--- config.mk ---
export PLATFORM = sky130hd
export DESIGN_NAME = qpwm_quad
export DESIGN_NICKNAME = d
export VERILOG_FILES = /design/src/rtl/qpwm_pkg.sv /design/src/rtl/qpwm_duty_reg.sv /design/src/rtl/qpwm_period_ctr.sv /design/src/rtl/qpwm_chan.sv /design/src/rtl/qpwm_quad.sv
export SDC_FILE = /design/constraint.sdc
export NUM_CORES = 1
export LEC_CHECK = 0
export ABC_AREA = 1
export BUFFER_PORTS_ARGS = -buffer_cell sky130_fd_sc_hd__buf_2
export CORE_MARGIN = 1.5
export CORE_UTILIZATION = 57
export CTS_BUF_LIST = sky130_fd_sc_hd__clkbuf_16
export CTS_CLUSTER_SIZE = 28
export DETAILED_ROUTE_END_ITERATION = 8
export PLACE_DENSITY = 0.86
export RECOVER_POWER = 25
export SLEW_MARGIN = 20
export SYNTH_ARGS = -nofsm -noshare
export SYNTH_HDL_FRONTEND = slang
export SYNTH_HIERARCHICAL = 1
export SYNTH_SLANG_ARGS = --single-unit
--- constraint.sdc ---
create_clock -name clk_i -period 2.62 [get_ports clk_i]
set_clock_uncertainty 0.1 [all_clocks]
set_input_delay 0.393 -clock clk_i [delete_from_list [all_inputs] [get_ports clk_i]]
set_output_delay 0.393 -clock clk_i [all_outputs]
set_load 0.02 [all_outputs]
--- src/rtl/qpwm_pkg.sv ---
package qpwm_pkg;

   // Output stage variant chosen per instance
   typedef enum logic {
      QPWM_OUT_COMB = 1'b0,
      QPWM_OUT_REG  = 1'b1
   } qpwm_out_e;

   localparam int QPWM_NUM_CH_DEF = 4;
   localparam int QPWM_DUTY_W_DEF = 8;

   // Largest count value: one step short of all ones, so all-ones duty is full on
   function automatic int qpwm_cnt_max(input int duty_w);
      return (2 ** duty_w) - 2;
   endfunction

endpackage

--- src/rtl/qpwm_duty_reg.sv ---
module qpwm_duty_reg #(
   parameter int DATA_W = 32
) (
   input  logic              clk_i,
   input  logic              rst_i,
   input  logic              ld_i,
   input  logic [DATA_W-1:0] d_i,
   output logic [DATA_W-1:0] q_o
);

   if (DATA_W < 1) begin : g_bad_w
      $error("qpwm_duty_reg: DATA_W must be positive");
   end

   logic [DATA_W-1:0] word_q;

   always_ff @(posedge clk_i or posedge rst_i) begin
      if (rst_i) begin
         word_q <= '0;
      end else if (ld_i) begin
         word_q <= d_i;
      end
   end

   assign q_o = word_q;

endmodule

--- src/rtl/qpwm_period_ctr.sv ---
module qpwm_period_ctr #(
   parameter int CNT_W = 8
) (
   input  logic             clk_i,
   input  logic             rst_i,
   input  logic             adv_i,
   output logic [CNT_W-1:0] cnt_o
);

   import qpwm_pkg::*;

   localparam int             CNT_MAX_I = qpwm_cnt_max(CNT_W);
   localparam logic [CNT_W-1:0] CNT_MAX = CNT_W'(CNT_MAX_I);

   if (CNT_W < 2 || CNT_W > 16) begin : g_bad_w
      $error("qpwm_period_ctr: CNT_W must lie in 2..16");
   end

   logic [CNT_W-1:0] cnt_q;
   logic             at_top;

   assign at_top = (cnt_q == CNT_MAX);

   always_ff @(posedge clk_i or posedge rst_i) begin
      if (rst_i) begin
         cnt_q <= '0;
      end else if (adv_i) begin
         cnt_q <= at_top ? '0 : cnt_q + 1'b1;
      end
   end

   assign cnt_o = cnt_q;

endmodule

--- src/rtl/qpwm_chan.sv ---
module qpwm_chan #(
   parameter int                  DUTY_W   = 8,
   parameter qpwm_pkg::qpwm_out_e OUT_MODE = qpwm_pkg::QPWM_OUT_REG
) (
   input  logic              clk_i,
   input  logic              rst_i,
   input  logic [DUTY_W-1:0] cnt_i,
   input  logic [DUTY_W-1:0] duty_i,
   output logic              pwm_o
);

   import qpwm_pkg::*;

   logic on_now;

   // Counter never reaches all ones, so all-ones duty is on for the whole period
   assign on_now = (cnt_i < duty_i);

   if (OUT_MODE == QPWM_OUT_REG) begin : g_reg
      logic pwm_q;
      always_ff @(posedge clk_i or posedge rst_i) begin
         if (rst_i) begin
            pwm_q <= 1'b0;
         end else begin
            pwm_q <= on_now;
         end
      end
      assign pwm_o = pwm_q;
   end else begin : g_comb
      // Reset clears duty, which forces on_now low; clock unused here
      logic unused_in;
      assign unused_in = clk_i ^ rst_i;
      assign pwm_o     = on_now & ~rst_i;
   end

endmodule

--- src/rtl/qpwm_quad.sv ---
module qpwm_quad #(
   parameter int                  NUM_CH   = qpwm_pkg::QPWM_NUM_CH_DEF,
   parameter int                  DUTY_W   = qpwm_pkg::QPWM_DUTY_W_DEF,
   parameter qpwm_pkg::qpwm_out_e OUT_MODE = qpwm_pkg::QPWM_OUT_REG,
   localparam int                 DATA_W   = NUM_CH * DUTY_W
) (
   input  logic              clk_i,
   input  logic              rst_i,
   input  logic              wr_done_i,
   input  logic [DATA_W-1:0] wr_data_i,
   output logic [DATA_W-1:0] rd_data_o,
   input  logic              adv_i,
   output logic [NUM_CH-1:0] pwm_o
);

   if (NUM_CH < 1 || NUM_CH > 32) begin : g_bad_ch
      $error("qpwm_quad: NUM_CH must lie in 1..32");
   end
   if (DUTY_W < 2 || DUTY_W > 16) begin : g_bad_dw
      $error("qpwm_quad: DUTY_W must lie in 2..16");
   end

   logic [DATA_W-1:0] ctrl_word;
   logic [DUTY_W-1:0] period_cnt;

   qpwm_duty_reg #(
      .DATA_W (DATA_W)
   ) i_duty_reg (
      .clk_i (clk_i),
      .rst_i (rst_i),
      .ld_i  (wr_done_i),
      .d_i   (wr_data_i),
      .q_o   (ctrl_word)
   );

   qpwm_period_ctr #(
      .CNT_W (DUTY_W)
   ) i_period_ctr (
      .clk_i (clk_i),
      .rst_i (rst_i),
      .adv_i (adv_i),
      .cnt_o (period_cnt)
   );

   for (genvar k = 0; k < NUM_CH; k++) begin : g_ch
      qpwm_chan #(
         .DUTY_W   (DUTY_W),
         .OUT_MODE (OUT_MODE)
      ) i_chan (
         .clk_i  (clk_i),
         .rst_i  (rst_i),
         .cnt_i  (period_cnt),
         .duty_i (ctrl_word[k*DUTY_W +: DUTY_W]),
         .pwm_o  (pwm_o[k])
      );
   end

   assign rd_data_o = ctrl_word;

endmodule

* Yosys cells after proc, flatten, opt, wreduce, memory -nomap -nowiden *
Cells that the tools add are included.

word-level totals
  bits in registers = 44
  bits in latches = 0
  bits in writable memories = 0
  memory bits (read-only) = 0
  output and inout port bits = 36
  word-level logic and storage cells = 13
  memories = 0

operators by class
  add/subtract/negate cells = 1
  multiply operators = 0
  div/mod/pow operators = 0
  $lt $le $gt $ge = 4
  equal/unequal tests = 1
  shift-type cells = 0
  mux-type cells = 1
  bitwise operators = 0
  reductions and logical operators = 0

operators with widths
  cell                 count
  $lt 8x8->1           4
  $add 8x1->8 const B  1
  $eq 8x8->1 const B   1
  $mux 8               1

* Depth between registers and ports, before layout *
  depth after elaboration = 2
  mapped depth = 7
  depth with buffers taken out = 7

* Cells and area by module *
Netlist, hierarchy kept.

modules (own cells, without submodules)
  module           times used  cells each  area an instance (µm²)
  qpwm_duty_reg    1           137         1296.2
  qpwm_chan        4           33          212.7
  qpwm_period_ctr  1           60          466.7

* Worst setup path after synthesis *
OpenSTA, ideal clock, no wires.

  path type = flip-flop to flip-flop
  from = reg i_period_ctr.cnt_q[0] (netlist: i_period_ctr/cnt_o[0])
  to = reg i_period_ctr.cnt_q[4] (netlist: i_period_ctr/cnt_o[4])
  data arrival time = 1.078 ns
  slack = 1.327 ns
  stages on the path, launching flop included = 8
  path buffers = 0
  clock period less this slack = 1.293 ns
  cells stage by stage = dfrtp_1 > inv_1 > ha_1 > nand2_1 > nor2_1 > nand3_2 > inv_1 > nor2_1

on the way
  longest elaborated chain between the ends = 2
  elaborated cells between the ends (all ways) = 3
  classes of those cells = add/sub: 1; eq/ne: 1; mux: 1

RTL lines
  item                                       RTL line                                      RTL
  start: declaration                         qpwm_period_ctr.sv:19                         logic [CNT_W-1:0] cnt_q;
  start signal: assignment                   qpwm_period_ctr.sv:28                         cnt_q <= at_top ? '0 : cnt_q + 1'b1;
  $add 8x1->8 or $eq 8x8->1 (tied branches)  qpwm_period_ctr.sv:28, qpwm_period_ctr.sv:22
  $mux 8 *                                   qpwm_period_ctr.sv:28

Every way passes the cells marked *; elsewhere a longest branch is shown, timed or not.
A chain may end at the register's enable or synchronous reset.

==> results.yml <==
die:
  start_util_pct: 59.6
  num_rows: 24
  die_height_um: 70.7
  dieArea_sq_um: 5000
  coreArea_sq_um: 4380
  io_pins: 72
  fp.dieW_um: 70.7
clock_network:
  clkSinkCount: 44
  clock_latency_ns: 0.28
  root_buffer: "clkbuf_16"
  post_cts.repair.setup_buffers: 0
  cts-htree-levels: 2
  clkSlewWorstSetupHoldPaths_ns: 0.06
  cts_hold_buf: 1
  cts.repair.resized: 0
  clock_path_buffers: 2
  cts_buffers: 5
  cts_tree: "yes"
logic_synthesis:
  synth.avg_cell_area_sq_um: 7.94
  synth_fp_nets: 395
  yosys_warnings: 6
  yosysUniqueCellTypes: 19
  yosysSeqAreaShare_pct: 42.1
  synth_edf_count: 0
  ys_seq_elements: 44
  synth_cells: 329
  async_flop_share_pct: 100
  synth-main-ff-cell: "dfrtp_1"
  netlist_area_sq_um: 2610
final_layout:
  area_delta_synth_final_pct: 17.5
  antennaDiodeCount: 0
  layout_commonest_cell: "nand2_1"
  finalNetCount: 468
  layout_common_cells: "nand2_1 (143), buf_2 (67), inv_1 (55)"
  drive_gt1_share_pct: 20.3
route:
  via_per_inst: 4.89
  wl_per_cell_um: 12.1
  drt_wl_total_um: 5490
  drc: 0
  first_iter_violations: 170
  drt_pre_antenna_iters: 4
  route.vias.total: 2226
  drtAntennaViolNets: 0
placed_design:
  gp_congestion: 0.878
  dp_hpwl_um: 4050
  port_buffers: 71
  pre_cts_ws_ns: 1.11
sta:
  fin_tns_setup_ns: 0
  fmax_mhz: 535
  tightest_slew_ns: 1.54
  rsz0062_at_grt: "false"
  setup_viol: 0
  min_period_over_period_pct: 71.4
  slew_violations: 34
  post-route-min-period_ns: 1.87
  slew_headroom_pct: -2.46
  holdWs_ns: 0.206
  setup_ws_ns: 0.751
  hold_viol: 0
global_routing:
  grt_antenna_before_repair: 0
  globalRoute.totalOverflow: 0
  grt_pass1_wl_um: 9510
  grt_pass1_vias: 2133
  grt_max_degree: 34
  track_usage_pct: 24.0
worst_setup_path:
  end_kind: "flop"
  path_max_fanout: 33
  arrival_ns: 1.94
  crit_path_max_incr_delay_ns: 1.09
  path_common_cell: "nand2_1"
  crit_required_ns: 2.69
  critPathKind: "input port to flop"
  crit_chain: "clkbuf_1, inv_8, nand2_1, nand2_1"
  start_kind: "input port"
  cp_slowest_cell: "clkbuf_1"
pwr:
  leakagePower_nw: 1.87
  peakVddDrop_mv: 0.434
  p_per_area_nw_per_um2: 758
outcome:
  status: "finished, violations left"
  violations: "capacitance limit, slew limit"
worst_hold_path:
  hp-class: "input port to flop"
job:
  cap_violations: 1
[state kept, by name, summed over array words and instances, names as in the netlist]
name / count
i_duty_reg/q_o: 32
i_period_ctr/cnt_o: 8
g_ch.i_chan/pwm_o: 4
[kinds of logic (layout without fill, tap and decap cells)]
family,after synthesis,count (layout),synth area share [%]
flops,44,44,42.1
compound gates,25,25,4.98
buf+inv,61,135,11.7
simple gates,168,168,26.5
xor+xnor,1,1,0.335
fa+ha+maj,30,30,14.4
[through the flow]
| step | cells | instance area (sq um) | util, % | total power, mW |
|---|---|---|---|---|
| after floorplan | 329 | 2610 | - | 1.52 |
| after global placement | 446 | 2950 | 67.2 | 1.73 |
| after CTS | 455 | 3090 | 70.5 | 2.35 |
| after global routing | 455 | 3070 | 70.0 | 2.54 |
| final | 455 | 3070 | 70.0 | 2.33 |
| after detailed placement | 446 | 2950 | 67.2 | 1.76 |
[per-layer routing]
metal,part of all wire [%],vias up,track usage (%)
met5,0,-,0
met3,4.3,8,4.42
met4,1.2,0,7.34
li1,-,1142,-
met1,46,1014,32.2
met2,49,62,39.8
[where the power goes]
part           total (mW)  switching (mW)  internal, mW
registers           0.960           0.169         0.791
logic               0.788           0.469         0.319
clock network       0.580           0.237         0.343
[path summary, 6_finish.rpt]
| kind | cells after the start | startpoint | slack [ns] | to |
|---|---|---|---|---|
| worst max-delay path | 4 | wr_done_i | 0.75 | i_duty_reg/q_o[23] |
| worst min-delay path | 3 | wr_data_i[25] | 0.21 | i_duty_reg/q_o[25] |
| worst max register to register | 4 | i_period_ctr/cnt_o[3] | 1.15 | g_ch[1].i_chan/pwm_o |
| worst min register to register | 2 | i_duty_reg/q_o[15] | 0.39 | i_duty_reg/q_o[15] |
| max in group asynchronous | 4 | rst_i | 0.96 | i_duty_reg/q_o[18] |
| min in group asynchronous | 3 | rst_i | 0.50 | g_ch[3].i_chan/pwm_o |
[critical path, delay by kind of cell]
| kind | cells | cell delay, ns |
|---|---|---|
| and+or+nand+nor | 2 | 0.21 |
| buffers and inverters | 2 | 1.32 |
[area by class of cell]
type                    count  area, sq um
clock buffers               5          125
clock inverters             3         11.3
fillers                   348         1310
inverters                  54          210
multi-input cells         224         1190
flip-flops and latches     44         1100
well taps                  52         65.1
repair buffers             73          368
[cell usage after synthesis, types with 2 or more instances]
master	n	area (sq um)
nand2_1	136	510
a21oi_1	19	95.1
buf_6	3	33.8
nand3_1	4	20.0
inv_1	53	199
nor2_1	11	41.3
o21bai_1	2	15.0
dfrtp_1	44	1100
nand2_2	12	75.1
o21ai_0	4	20.0
clkbuf_8	3	41.3
nor2_4	2	22.5
ha_1	30	375
Power figures use the tool's default switching activity.
